==> src/rtl/jes_pkg.sv <==
// Shared types for the JTAG entry sequencer.
// Assumes: one step is active at a time; pins are decoded from the step.
package jes_pkg;

    typedef enum logic [3:0] {
        ST_IDLE,
        ST_SETTLE,
        ST_RST_LO,
        ST_TST_LO,
        ST_TST_HI,
        ST_RELEASE,
        ST_TAP_PREP,
        ST_CLK_LO,
        ST_CLK_HI,
        ST_RTI_LO,
        ST_RTI_HI,
        ST_FUSE_GAP,
        ST_FUSE_LO,
        ST_DONE
    } step_e;

    typedef struct packed {
        logic done;
        logic rst_oe;
        logic rst;
        logic tst;
        logic tdi;
        logic tms;
        logic tck;
    } pins_t;

endpackage

==> src/rtl/jes_timer.sv <==
// Step duration timer: loads a count and decrements it to zero.
// Assumes: the loaded value is the step length minus one, so the
// expired flag is high during the final cycle of a step.
module jes_timer #(
    parameter int TW = 8
) (
    input  logic          clk,
    input  logic          rst_n,
    input  logic          load,
    input  logic [TW-1:0] load_val,
    output logic          expired
);

    logic [TW-1:0] cnt;

    // Count register: load on request, otherwise count down to zero.
    always_ff @(posedge clk) begin
        if (!rst_n)
            cnt <= '0;
        else if (load)
            cnt <= load_val;
        else if (cnt != '0)
            cnt <= cnt - 1'b1;
    end

    assign expired = (cnt == '0);

    // Delays in R3 rely on a steady one-per-cycle countdown.
    p_count_down_r3: assert property (@(posedge clk) disable iff (!rst_n)
        (!load && cnt != '0) |=> (cnt == $past(cnt) - 1'b1));

endmodule

==> src/rtl/jes_step_fsm.sv <==
// Step sequencer: walks the entry, TAP reset and fuse-check steps.
// Assumes: every tick parameter is at least 1 and TMS_CYCLES >= 5.
module jes_step_fsm
    import jes_pkg::*;
#(
    parameter int SETTLE_TICKS = 1000,
    parameter int EDGE_TICKS   = 50,
    parameter int HALF_TICKS   = 4,
    parameter int FUSE_TICKS   = 50,
    parameter int TMS_CYCLES   = 6,
    parameter int TW           = 10
) (
    input  logic          clk,
    input  logic          rst_n,
    input  logic          start,
    input  logic          expired,
    output logic          load,
    output logic [TW-1:0] load_val,
    output step_e         state
);

    localparam int RST_LOW_TICKS = 2 * EDGE_TICKS;
    localparam int CW            = $clog2(TMS_CYCLES + 1);
    localparam logic [CW-1:0] LAST_CLK = CW'(TMS_CYCLES - 1);

    step_e         nxt;
    logic          busy;
    logic          advance;
    logic [CW-1:0] clk_cnt;
    logic [1:0]    fuse_cnt;

    // Length of a step in cycles, minus one.
    function automatic logic [TW-1:0] dur(input step_e s);
        case (s)
            ST_SETTLE, ST_RELEASE: dur = TW'(SETTLE_TICKS - 1);
            ST_RST_LO:             dur = TW'(RST_LOW_TICKS - 1);
            ST_TST_LO, ST_TST_HI:  dur = TW'(EDGE_TICKS - 1);
            ST_FUSE_LO:            dur = TW'(FUSE_TICKS - 1);
            default:               dur = TW'(HALF_TICKS - 1);
        endcase
    endfunction

    assign busy    = (state != ST_IDLE) && (state != ST_DONE);
    assign advance = busy ? expired : start;

    // Successor step selection.
    always_comb begin
        nxt = state;
        case (state)
            ST_IDLE, ST_DONE: nxt = ST_SETTLE;
            ST_SETTLE:        nxt = ST_RST_LO;
            ST_RST_LO:        nxt = ST_TST_LO;
            ST_TST_LO:        nxt = ST_TST_HI;
            ST_TST_HI:        nxt = ST_RELEASE;
            ST_RELEASE:       nxt = ST_TAP_PREP;
            ST_TAP_PREP:      nxt = ST_CLK_LO;
            ST_CLK_LO:        nxt = ST_CLK_HI;
            ST_CLK_HI:        nxt = (clk_cnt == LAST_CLK) ? ST_RTI_LO : ST_CLK_LO;
            ST_RTI_LO:        nxt = ST_RTI_HI;
            ST_RTI_HI:        nxt = ST_FUSE_GAP;
            ST_FUSE_GAP:      nxt = (fuse_cnt == 2'd2) ? ST_DONE : ST_FUSE_LO;
            ST_FUSE_LO:       nxt = ST_FUSE_GAP;
            default:          nxt = ST_IDLE;
        endcase
    end

    assign load     = advance && (nxt != ST_DONE);
    assign load_val = dur(nxt);

    // Step register: moves only when the current step ends or start is accepted.
    always_ff @(posedge clk) begin
        if (!rst_n)
            state <= ST_IDLE;
        else if (advance)
            state <= nxt;
    end

    // Test clock and fuse pulse counters.
    always_ff @(posedge clk) begin
        if (!rst_n) begin
            clk_cnt  <= '0;
            fuse_cnt <= '0;
        end else if (advance) begin
            if (state == ST_TAP_PREP)
                clk_cnt <= '0;
            else if (state == ST_CLK_HI)
                clk_cnt <= clk_cnt + 1'b1;
            if (state == ST_RTI_HI)
                fuse_cnt <= '0;
            else if (state == ST_FUSE_LO)
                fuse_cnt <= fuse_cnt + 1'b1;
        end
    end

    // A running step never changes before its timer expires, start or not.
    p_busy_hold_r10: assert property (@(posedge clk) disable iff (!rst_n)
        (busy && !expired) |=> $stable(state));

    // Done is kept until a fresh start.
    p_done_hold_r9: assert property (@(posedge clk) disable iff (!rst_n)
        (state == ST_DONE && !start) |=> (state == ST_DONE));

    // Run-Test/Idle is reached only after the full count of test clocks.
    p_clock_count_r6: assert property (@(posedge clk) disable iff (!rst_n)
        $rose(state == ST_RTI_LO) |-> ($past(clk_cnt) == LAST_CLK));

    // Exactly two fuse pulses precede done.
    p_two_pulses_r8: assert property (@(posedge clk) disable iff (!rst_n)
        $rose(state == ST_DONE) |-> ($past(fuse_cnt) == 2'd2));

endmodule

==> src/rtl/jes_pin_decode.sv <==
// Pin decoder: maps the active step onto the target pin levels.
// Assumes: pins are pure functions of the registered step, so they
// change on the clock edge that enters a step.
module jes_pin_decode
    import jes_pkg::*;
(
    input  step_e state,
    output pins_t pins
);

    // Per-step pin levels.
    always_comb begin
        pins = '0;
        case (state)
            ST_SETTLE:   pins = '{done:1'b0, rst_oe:1'b1, rst:1'b1, tst:1'b1, tdi:1'b0, tms:1'b0, tck:1'b0};
            ST_RST_LO:   pins = '{done:1'b0, rst_oe:1'b1, rst:1'b0, tst:1'b1, tdi:1'b0, tms:1'b0, tck:1'b0};
            ST_TST_LO:   pins = '{done:1'b0, rst_oe:1'b1, rst:1'b0, tst:1'b0, tdi:1'b0, tms:1'b0, tck:1'b0};
            ST_TST_HI:   pins = '{done:1'b0, rst_oe:1'b1, rst:1'b0, tst:1'b1, tdi:1'b0, tms:1'b0, tck:1'b0};
            ST_RELEASE:  pins = '{done:1'b0, rst_oe:1'b0, rst:1'b1, tst:1'b1, tdi:1'b0, tms:1'b0, tck:1'b0};
            ST_CLK_LO:   pins = '{done:1'b0, rst_oe:1'b0, rst:1'b1, tst:1'b1, tdi:1'b1, tms:1'b1, tck:1'b0};
            ST_RTI_LO:   pins = '{done:1'b0, rst_oe:1'b0, rst:1'b1, tst:1'b1, tdi:1'b1, tms:1'b0, tck:1'b0};
            ST_RTI_HI,
            ST_FUSE_LO:  pins = '{done:1'b0, rst_oe:1'b0, rst:1'b1, tst:1'b1, tdi:1'b1, tms:1'b0, tck:1'b1};
            ST_TAP_PREP,
            ST_CLK_HI,
            ST_FUSE_GAP: pins = '{done:1'b0, rst_oe:1'b0, rst:1'b1, tst:1'b1, tdi:1'b1, tms:1'b1, tck:1'b1};
            ST_DONE:     pins = '{done:1'b1, rst_oe:1'b0, rst:1'b1, tst:1'b1, tdi:1'b1, tms:1'b1, tck:1'b1};
            default:     pins = '0;
        endcase
    end

endmodule

==> src/rtl/jtag_entry_seq.sv <==
// JTAG entry and TAP reset sequencer, top level.
// Assumes: start is synchronous to clk; all delays in clk ticks, each >= 1;
// TMS_CYCLES >= 5 so the TAP reaches Test-Logic-Reset from any state.
module jtag_entry_seq
    import jes_pkg::*;
#(
    parameter int SETTLE_TICKS = 1000,
    parameter int EDGE_TICKS   = 50,
    parameter int HALF_TICKS   = 4,
    parameter int FUSE_TICKS   = 50,
    parameter int TMS_CYCLES   = 6
) (
    input  logic clk,
    input  logic rst_n,
    input  logic start,
    output logic tck_o,
    output logic tms_o,
    output logic tdi_o,
    output logic tst_o,
    output logic rst_o,
    output logic rst_oe_o,
    output logic done_o
);

    localparam int MAX_A = (SETTLE_TICKS > 2 * EDGE_TICKS) ? SETTLE_TICKS : 2 * EDGE_TICKS;
    localparam int MAX_B = (HALF_TICKS > FUSE_TICKS) ? HALF_TICKS : FUSE_TICKS;
    localparam int MAX_T = (MAX_A > MAX_B) ? MAX_A : MAX_B;
    localparam int TW    = $clog2(MAX_T + 1);

    logic          load;
    logic [TW-1:0] load_val;
    logic          expired;
    step_e         state;
    pins_t         pins;

    jes_timer #(.TW(TW)) u_timer (
        .clk      (clk),
        .rst_n    (rst_n),
        .load     (load),
        .load_val (load_val),
        .expired  (expired)
    );

    jes_step_fsm #(
        .SETTLE_TICKS (SETTLE_TICKS),
        .EDGE_TICKS   (EDGE_TICKS),
        .HALF_TICKS   (HALF_TICKS),
        .FUSE_TICKS   (FUSE_TICKS),
        .TMS_CYCLES   (TMS_CYCLES),
        .TW           (TW)
    ) u_fsm (
        .clk      (clk),
        .rst_n    (rst_n),
        .start    (start),
        .expired  (expired),
        .load     (load),
        .load_val (load_val),
        .state    (state)
    );

    jes_pin_decode u_dec (
        .state (state),
        .pins  (pins)
    );

    assign tck_o    = pins.tck;
    assign tms_o    = pins.tms;
    assign tdi_o    = pins.tdi;
    assign tst_o    = pins.tst;
    assign rst_o    = pins.rst;
    assign rst_oe_o = pins.rst_oe;
    assign done_o   = pins.done;

    // Test clocking only happens once reset is high and released.
    p_released_clocking_r4: assert property (@(posedge clk) disable iff (!rst_n)
        $rose(tck_o) |-> (rst_o && !rst_oe_o && tst_o));

    // Leaving done needs a start on the previous edge.
    p_restart_needs_start_r9: assert property (@(posedge clk) disable iff (!rst_n)
        $fell(done_o) |-> $past(start));

endmodule

==> config.mk <==
export PLATFORM = sky130hd
export DESIGN_NAME = jtag_entry_seq
export DESIGN_NICKNAME = d
export VERILOG_FILES = /design/src/rtl/jes_pkg.sv /design/src/rtl/jes_timer.sv /design/src/rtl/jes_step_fsm.sv /design/src/rtl/jes_pin_decode.sv /design/src/rtl/jtag_entry_seq.sv
export SDC_FILE = /design/constraint.sdc
export NUM_CORES = 1
export LEC_CHECK = 0
export BUFFER_PORTS_ARGS = -buffer_cell sky130_fd_sc_hd__buf_4
export CAP_MARGIN = 20
export CORE_UTILIZATION = 50
export CTS_CLUSTER_DIAMETER = 60
export DETAILED_ROUTE_END_ITERATION = 7
export PLACE_DENSITY_LB_ADDON = 0.25
export SKIP_CTS_REPAIR_TIMING = 1
export SYNTH_ARGS = -nofsm -noshare
export SYNTH_HDL_FRONTEND = slang
export SYNTH_HIERARCHICAL = 1
export SYNTH_SLANG_ARGS = --single-unit
==> constraint.sdc <==
create_clock -name clk -period 3.44 [get_ports clk]
set_clock_uncertainty 0.2 [all_clocks]
set_input_delay 0.172 -clock clk [delete_from_list [all_inputs] [get_ports clk]]
set_output_delay 0.172 -clock clk [all_outputs]
set_load 0.1 [all_outputs]
==> flow_summary_export.csv, run 1 <==
group,metric,value,unit
cts,cts.sinks,19,
synthesis,synth_cells,197,
cts,numCtsBuffers,3,
cts,path_clk_slew,0.12,ns
layout,nFillCells,274,
layout,area_growth,3.45,%
synthesis,syn_area,1560,um^2
cts,htreeDepth,1,
sta,setup_tns,0,ns
setup_path,end_kind,"flop",
layout,final_cell_mix,"dfxtp_1 (19), nand2_1 (18), nor2_1 (17)",
sta,fin_hold_ws,0.0287,ns
global_routing,grt_remaining_overflow,0,
run,cap_violations,0,
sta,max_freq,358,MHz
sta,slew_headroom,41.4,%
sta,finalHoldViolCount,0,
run_status,violations,"design-rule violations",
drt,routed-via-count,1347,
synthesis,synth-seq-area-share,24.4,%
setup_path,worstPathRequired,3.44,ns
synthesis,syn-num-nets,209,
die,die_h,57.8,um
placed_design,place.gp.congestion,0.848,
global_routing,grt_pass1_wl,5230,um
pwr,ir_worst_vdd,0.305,mV
sta,slew_viol_final,0,
global_routing,antenna_found_initial,0,
cts,clock-root-buffer,"clkbuf_4",
drt,drc,2,
drt,vias_per_cell,5.91,
die,ios,10,
layout,fin_nets,210,
pwr,power_density,817,nW/um^2
global_routing,first_global_vias,1183,
synthesis,async_flop_share,0,%
synthesis,synthFlopType,"dfxtp_1",
drt,drt-total-wl,2980,um
setup_path,crit_type,"flop to flop",
die,initial_core_util,54.6,%
global_routing,grt_max_degree,26,
cts,clock_path_buffers,2,
synthesis,ys_ff_latch,19,
layout,drive_above_1_share,17.8,%
drt,ant_nets,0,
setup_path,startpoint_type,"flop",
sta,fin_crit,2.79,ns
die,design.die.area,3350,um^2
layout,fin_util,56.5,%
placed_design,place_area,1590,um^2
cts,worst_skew_pair.late_latency,0.29,ns
global_routing,grtUsageTotal,19.5,%
drt,drtIter0Drc,62,
synthesis,avgSynthCellArea,7.91,um^2
synthesis,synth_cell_type_count,55,
sta,worst_slew_pin_slew,0.878,ns
placed_design,dp_hpwl,2220,um
setup_path,critPathMaxFanout,15,
layout,design_area,1610,um^2
die,core_area,2850,um^2
synthesis,synth-edff-count,0,
layout,antenna_cells,0,
drt,drt_pass1_iterations,7,
setup_path,cp.arrival,2.79,ns
run_status,status,"complete, but fails checks",
pwr,total_power,0.00132,W
hold_path,hold_path.class,"input port to flop",
cts,tritoncts,"done",
drt,wl_per_cell,13.1,um
die,placementRows,19,
sta,finalSetupViolations,0,
die,die_w,57.8,um
sta,rsz0062_at_grt,"false",
synthesis,synth_warnings,6,
pwr,p_leak,0.673,nW
sta,timing.final.crit_share,81.1,%
layout,layout_commonest_cell,"dfxtp_1",
placed_design,io_buffers,9,
kinds of logic after synthesis:
logic type,count (synthesis),synth area share [%]
AND/OR/NAND/NOR,75,27.4
AO/OA/AOI/OAI,46,20.2
buffers and inverters,30,10.4
flip-flops,19,24.4
adder cells (fa/ha/maj),9,7.22
multiplexers,9,5.94
XOR/XNOR,7,3.93
other,2,0.482
routing by layer:
metal	up-vias	GRT usage (%)	part of all wire (%)
met4	0	5.10	1.6
li1	690	-	-
met5	-	0	0
met1	615	26.4	48
met3	6	2.90	4.2
met2	36	32.3	46
area by class of cell:
type / count / area [um^2] / share of cell area (%)
Sequential cell: 19 / 380 / 23.6
Clock inverter: 1 / 5.00 / 0.310
Clock buffer: 3 / 22.5 / 1.40
Multi-Input combinational cell: 148 / 1020 / 63.0
Inverter: 12 / 45.0 / 2.79
Tap cell: 31 / 38.8 / 2.40
Timing Repair Buffer: 14 / 105 / 6.52
flip-flops by register name (all words and copies together) (netlist names):
signal / cells
u_fsm/clk_cnt: 3
u_fsm/fuse_cnt: 2
u_fsm/state: 4
u_timer/cnt: 10
metrics by stage:
step	worst slack [ns]	instances
floorplan	0.474	197
global placement	0.752	224
detailed placement	0.673	224
CTS	0.645	228
global route	0.486	228
finish	0.649	228
path summary, 6_finish.rpt:
| check | from | to | slack (ns) | cells after the start |
|---|---|---|---|---|
| setup / recovery | u_timer/cnt[0] | u_timer/cnt[6] | 0.65 | 9 |
| hold / removal | rst_n | u_timer/cnt[4] | 0.03 | 3 |
| setup reg to reg | u_timer/cnt[0] | u_timer/cnt[6] | 0.65 | 9 |
| hold reg to reg | u_fsm/fuse_cnt[1] | u_fsm/fuse_cnt[1] | 0.32 | 2 |
critical path, stage by stage (launching register included):
cell	delay [ns]
dfxtp_1	0.36
inv_1	0.07
ha_1	0.19
or4b_4	0.53
nor3_4	0.21
buf_4	0.23
o211ai_2	0.17
a41oi_1	0.23
inv_1	0.18
o221a_2	0.33
cell usage after synthesis (all sizes together) (3+ instances only):
library cell | number | area (um^2)
nor4 | 3 | 25.0
nor2 | 17 | 63.8
nand2b | 4 | 25.0
and3 | 4 | 26.3
ha | 9 | 113
nor2b | 3 | 18.8
inv | 12 | 45.0
a21oi | 12 | 60.1
nand3 | 9 | 45.0
xor2 | 4 | 35.0
nand2 | 19 | 78.8
or4b | 3 | 33.8
nand4 | 3 | 18.8
buf | 16 | 110
o21ai | 13 | 68.8
dfxtp | 19 | 380
or4 | 3 | 26.3
xnor2 | 3 | 26.3
mux2i | 7 | 70.1
o31ai | 3 | 22.5
where the power goes:
| part | total [W] | switching [W] | leakage [nW] | internal [W] |
|---|---|---|---|---|
| combinational | 0.000823 | 0.000517 | 0.499 | 0.000307 |
| sequential | 0.000379 | 0.0000968 | 0.156 | 0.000283 |
| clock | 0.000115 | 0.0000719 | 0.0177 | 0.0000432 |
| total | 0.00132 | 0.000685 | 0.673 | 0.000632 |
No activity file was read; power rests on OpenSTA's default activity.
==> run 2: changes to the inputs <==
==> constraint.sdc (replaced) <==
create_clock -name clk -period 2.8 [get_ports clk]
set_clock_uncertainty 0.2 [all_clocks]
set_input_delay 0.14 -clock clk [delete_from_list [all_inputs] [get_ports clk]]
set_output_delay 0.14 -clock clk [all_outputs]
set_load 0.1 [all_outputs]
==> run 2 against run 1 <==
  * The flow still finishes with violations (design-rule violations)
  * Final cell count up 2.2%
  * Final area grew 3.3%
  * Sequential share of layout area down 0.67 points
  * Largest power group unchanged
==> flow_summary_export.csv, run 2 (synthesized netlist as in run 1, its figures left out) <==
group,metric,value,unit
die,die_w,57.8,um
hold_path,holdPathEnd,"u_fsm/state[3]",
pwr,power_density,1010,nW/um^2
setup_path,cp_slowest_cell,"or4b_4",
placed_design,io_buffers,9,
setup_path,reg2reg_depth,11,
cts,path_clk_slew,0.12,ns
cts,clock_path_buffers,2,
cts,numCtsBuffers,3,
layout,largest_registers,"u_timer/cnt x10, u_fsm/state x4, u_fsm/clk_cnt x3",
die,ios,10,
layout,fin_nets,215,
sta,finalSetupViolations,0,
layout,seqCellArea,382,um^2
setup_path,max_stage_delay,0.53,ns
cts,cts.sinks,19,
drt,drt-total-wl,3330,um
global_routing,antenna_found_initial,0,
die,design.die.area,3350,um^2
global_routing,grt_max_degree,24,
sta,fin_crit,2.64,ns
pwr,ir_worst_vdd,0.341,mV
layout,area_growth,6.82,%
placed_design,place_area,1630,um^2
layout,nFillCells,270,
setup_path,r2r_end,"u_timer/cnt[5]",
placed_design,place.gp.congestion,0.852,
pwr,total_power,0.00168,W
cts,worst_skew_pair.late_latency,0.30,ns
sta,fin_ws,0.158,ns
die,initial_core_util,54.6,%
layout,multi_input_area,1030,um^2
placed_design,place_ws,0.206,ns
setup_path,cp.arrival,2.65,ns
layout,final_cell_mix,"buf_4 (18), nand2_1 (18), dfxtp_1 (18)",
drt,wl_per_cell,14.3,um
setup_path,crit_type,"flop to flop",
pwr,p_leak,0.704,nW
drt,routed-via-count,1391,
setup_path,critical_path_buf_inv_count,2,
run_status,status,"complete, but fails checks",
hold_path,hp-start,"start",
cts,htreeDepth,1,
layout,largest_register_ffs,10,
drt,vias_per_cell,5.97,
setup_path,cp_top_family,"simple AND/OR/NAND/NOR gates",
setup_path,worstPathRequired,2.81,ns
setup_path,critPathMaxFanout,12,
global_routing,grtUsageTotal,21.9,%
layout,largest-register,"u_timer/cnt",
layout,antenna_cells,0,
global_routing,grt_remaining_overflow,0,
setup_path,cp_cell_sequence,"inv_1 -> ha_1 -> or4b_4 -> nor3_4 -> nor2_1 -> o21ai_1 -> o211ai_2 -> a41oi_2 -> buf_4 -> nor3b_2 -> a32o_1",
cts,tritoncts,"done",
drt,drc,1,
setup_path,rrSetupSlack,0.16,ns
die,placementRows,19,
hold_path,hold_path.class,"input port to flop",
setup_path,reg2reg_from,"u_timer/cnt[0]",
drt,drt_pass1_iterations,6,
global_routing,first_global_vias,1275,
layout,design_area,1670,um^2
cts,clock-root-buffer,"clkbuf_4",
sta,rsz0062_at_grt,"true",
setup_path,end_kind,"flop",
sta,finalHoldViolCount,0,
hold_path,holdPathStages,4,
die,core_area,2850,um^2
die,die_h,57.8,um
layout,drive_above_1_share,20.8,%
global_routing,grt_pass1_wl,5780,um
drt,ant_nets,0,
run_status,violations,"design-rule violations",
run,cap_violations,0,
setup_path,startpoint_type,"flop",
sta,max_freq,379,MHz
sta,slew_viol_final,0,
sta,timing.final.crit_share,94.4,%
drt,drtIter0Drc,71,
placed_design,dp_hpwl,2460,um
[run 2: changes by cell type in the layout (fill, tap and decap cells not counted)]
cell	previous run	this run
a41oi_1	1	0
a41oi_2	0	1
buf_4	14	18
dfxtp_1	19	18
dfxtp_2	0	1
dlygate4sd3_1	0	1
mux2i_1	7	6
mux2i_2	0	1
[run 2: worst max-delay path by stage]
stage	start	end	slack (ns)	cells past startpoint
3_5_place_dp	u_timer/cnt[0]	u_timer/cnt[5]	0.21	11
2_1_floorplan	u_timer/cnt[0]	u_timer/cnt[5]	-0.005	12
5_1_grt	u_timer/cnt[0]	u_timer/cnt[6]	-0.005	10
4_1_cts	u_fsm/state[1]	tms_o	0.17	7
3_3_place_gp	u_timer/cnt[0]	u_timer/cnt[5]	0.28	11
6_report	u_timer/cnt[0]	u_timer/cnt[5]	0.16	11
[run 2: worst reg2reg max path, delay by kind of cell, from the launching register on]
family	cells	cell delay (ns)
flip-flops	1	0.36
adder cells (fa/ha/maj)	1	0.18
AO/OA/AOI/OAI	4	0.68
AND/OR/NAND/NOR	4	0.85
buffers and inverters	2	0.28
[run 2: layout make-up]
class | count | area share (%)
Inverter | 12 | 2.70
Multi-Input combinational cell | 148 | 61.7
Clock inverter | 1 | 0.301
Tap cell | 31 | 2.33
Clock buffer | 3 | 1.35
Sequential cell | 19 | 22.9
Timing Repair Buffer | 19 | 8.72
[run 2: routing by layer]
metal | share of wire, % | GRT usage, % | vias to the layer above | wire [um]
met5 | 0 | 0 | - | 0
li1 | - | - | 700 | -
met4 | 1.5 | 7.14 | 0 | 51
met1 | 44 | 27.5 | 656 | 1460
met3 | 3.2 | 4.24 | 8 | 108
met2 | 51 | 37.8 | 27 | 1710
[run 2: power by group]
group | total [W] | switching, W | internal (W)
registers | 0.000451 | 0.000103 | 0.000349
clock network | 0.000142 | 0.0000884 | 0.0000533
logic | 0.00109 | 0.000682 | 0.000407
[run 2: per-stage QoR]
stage | setup TNS, ns | cells | hold WS [ns] | util (%)
after global placement | 0 | 228 | 0.283 | 57.0
after global routing | -0.0100 | 233 | 0.224 | 58.4
after detailed placement | 0 | 228 | 0.316 | 57.0
after floorplan | -0.00474 | 197 | 0.107 | -
after CTS | 0 | 232 | -0.00910 | 58.0
final | 0 | 233 | 0.175 | 58.4
==> run 3: changes to the inputs <==
--- a/config.mk
+++ b/config.mk
@@ -7,8 +7,9 @@
 export LEC_CHECK = 0
 export BUFFER_PORTS_ARGS = -buffer_cell sky130_fd_sc_hd__buf_4
 export CAP_MARGIN = 20
-export CORE_UTILIZATION = 50
+export CORE_UTILIZATION = 34
 export CTS_CLUSTER_DIAMETER = 60
+export CTS_CLUSTER_SIZE = 28
 export DETAILED_ROUTE_END_ITERATION = 7
 export PLACE_DENSITY_LB_ADDON = 0.25
 export SKIP_CTS_REPAIR_TIMING = 1
==> run 3 against run 2 <==
  * The run now ends clean
  * Final area increased by 7.6%
  * Count of clock-buffer cells in the layout unchanged
  * Via count down 2.4%
  * Clock power up 43%
  * Utilization is 18 points lower
  * Maximum frequency decreased by 2.8%
  * Critical endpoint is now u_timer/cnt[7]
==> flow_summary_export.csv, run 3 (synthesized netlist as in run 1, its figures left out) <==
group,metric,value,unit
setup_path,critical_path_buf_inv_count,2,
layout,fin_util,40.9,%
setup_path,rrSetupSlack,0.08,ns
cts,cts.sinks,19,
pwr,p_leak,0.743,nW
layout,seqCellArea,383,um^2
die,placementRows,24,
setup_path,cp_top_family,"compound AO/OA/AOI/OAI gates",
placed_design,place.gp.congestion,0.748,
pwr,sw_frac_of_total,49.7,%
global_routing,gr-max-usage-layer,"met2",
layout,drive_above_1_share,26.8,%
setup_path,cp.arrival,2.68,ns
pwr,total_power,0.00189,W
layout,largest_register_ffs,10,
setup_path,path_depth,11,
setup_path,worstPathRequired,2.76,ns
die,core_area,4380,um^2
die,ios,10,
sta,finalHoldViolCount,0,
global_routing,grt_use_met2,21.9,%
placed_design,placed_cells,248,
sta,max_freq,368,MHz
setup_path,cp_slowest_cell,"or4b_4",
cts,htreeDepth,1,
sta,fin_crit,2.72,ns
setup_path,startpoint_type,"flop",
die,design.die.area,4860,um^2
global_routing,grtUsageTotal,13.7,%
drt,drtIter0Drc,108,
layout,largest-register,"u_timer/cnt",
cts,path_clk_slew,0.08,ns
die,die_h,69.7,um
layout,largest_registers,"u_timer/cnt x10, u_fsm/state x4, u_fsm/clk_cnt x3",
global_routing,grt_pass1_wl,5450,um
layout,layout_commonest_cell,"buf_4",
setup_path,end_kind,"flop",
placed_design,io_buffers,9,
hold_path,hold_path.class,"input port to flop",
layout,antenna_cells,0,
setup_path,reg2reg_from,"u_timer/cnt[1]",
drt,routed-via-count,1358,
run,cap_violations,0,
cts,numCtsBuffers,3,
setup_path,cp_cell_sequence,"inv_2 -> ha_4 -> or4b_4 -> nor3_4 -> nor2_1 -> o21ai_1 -> o211ai_2 -> a41oi_4 -> buf_6 -> nor3b_2 -> a32o_1",
layout,area_growth,14.9,%
setup_path,critPathMaxFanout,5,
setup_path,setup.worst_path.end,"u_timer/cnt[7]",
pwr,ir_worst_vdd,0.324,mV
global_routing,grt_max_degree,24,
global_routing,first_global_vias,1187,
pwr,power_density,1060,nW/um^2
die,die_w,69.7,um
drt,drt-total-wl,3470,um
setup_path,reg2reg_depth,11,
placed_design,dp_hpwl,2250,um
global_routing,use_met3,1.74,%
pwr,seqPwrFrac,23.6,%
cts,clock-root-buffer,"clkbuf_8",
drt,wl_per_cell,13.3,um
layout,stdcell_count,261,
drt,drt_pass1_iterations,4,
layout,final_cell_mix,"buf_4 (24), nor2_1 (17), nand2_1 (17), dfxtp_1 (17), a21oi_1 (12)",
drt,ant_nets,0,
setup_path,max_stage_delay,0.49,ns
layout,fin_nets,222,
sta,timing.final.crit_share,97.1,%
setup_path,crit_type,"flop to flop",
setup_path,crit_path_start,"u_timer/cnt[1]",
cts,tritoncts,"done",
sta,fin_hold_ws,0.0435,ns
sta,finalSetupViolations,0,
drt,vias_per_cell,5.20,
global_routing,antenna_found_initial,0,
global_routing,grt_remaining_overflow,0,
pwr,internal_power,0.000952,W
setup_path,r2r_end,"u_timer/cnt[7]",
pwr,switchingPower,0.000939,W
run_status,status,"finished, final reports clean",
sta,slew_viol_final,0,
sta,setup_tns,0,ns
layout,nFillCells,453,
pwr,p_clk_share,10.7,%
drt,drc,0,
global_routing,met1_usage,19.0,%
cts,clock_path_buffers,2,
die,initial_core_util,35.6,%
cts,worst_skew_pair.late_latency,0.26,ns
layout,multi_input_area,1050,um^2
pwr,combPwrFrac,65.6,%
[run 3: cell count changes in the layout (fill, tap and decap cells not counted), sizes merged]
| cell | before | now |
|---|---|---|
| buf | 18 | 25 |
| clkinvlp | 0 | 1 |
| dlygate4sd3 | 1 | 0 |
[run 3: worst register-to-register path, stage by stage, from the launching register on]
cell      delay [ns]
dfxtp_2         0.34
inv_2           0.07
ha_4            0.14
or4b_4          0.49
nor3_4          0.23
nor2_1          0.06
o21ai_1         0.16
o211ai_2        0.17
a41oi_4         0.33
buf_6           0.17
nor3b_2         0.05
a32o_1          0.20
[run 3: worst min-delay path by stage]
| stage | start | end | depth (start not counted) | slack [ns] |
|---|---|---|---|---|
| 2_1_floorplan | rst_n | u_timer/cnt[7] | 1 | 0.11 |
| 5_1_grt | rst_n | u_timer/cnt[9] | 3 | 0.05 |
| 3_3_place_gp | u_fsm/fuse_cnt[1] | u_fsm/fuse_cnt[1] | 2 | 0.29 |
| 6_report | rst_n | u_timer/cnt[6] | 2 | 0.04 |
| 3_5_place_dp | u_fsm/fuse_cnt[1] | u_fsm/fuse_cnt[1] | 2 | 0.29 |
| 4_1_cts | rst_n | u_timer/cnt[6] | 2 | 0.04 |
[run 3: power groups by stage]
stage	sequential (W)	clock, W	combinational, W
2_1_floorplan	0.000423	0	0.000923
3_3_place_gp	0.000448	0	0.00105
3_5_place_dp	0.000447	0	0.00106
4_1_cts	0.000441	0.000210	0.00106
5_1_grt	0.000461	0.000228	0.00135
6_report	0.000447	0.000203	0.00124
[run 3: layout make-up]
class / count / share of cell area, %
Tap cell: 52 / 3.63
Clock inverter: 1 / 0.279
Inverter: 12 / 2.51
Timing Repair inverter: 1 / 0.419
Timing Repair Buffer: 25 / 10.7
Multi-Input combinational cell: 148 / 58.8
Sequential cell: 19 / 21.4
Clock buffer: 3 / 2.30
[run 3: per-layer routing]
metal	share of wire, %	routed length, um	up-vias
li1	-	-	709
met1	50	1740	620
met2	47	1620	25
met3	2.2	75	4
met4	1.0	36	0
met5	0	0	-
[run 3: through the flow]
stage / setup WS (ns) / instance area (um^2)
after floorplan: -0.00474 / 1580
after global placement: 0.155 / 1650
after detailed placement: 0.0947 / 1650
after CTS: 0.0733 / 1690
after global routing: -0.0126 / 1790
final: 0.0817 / 1790
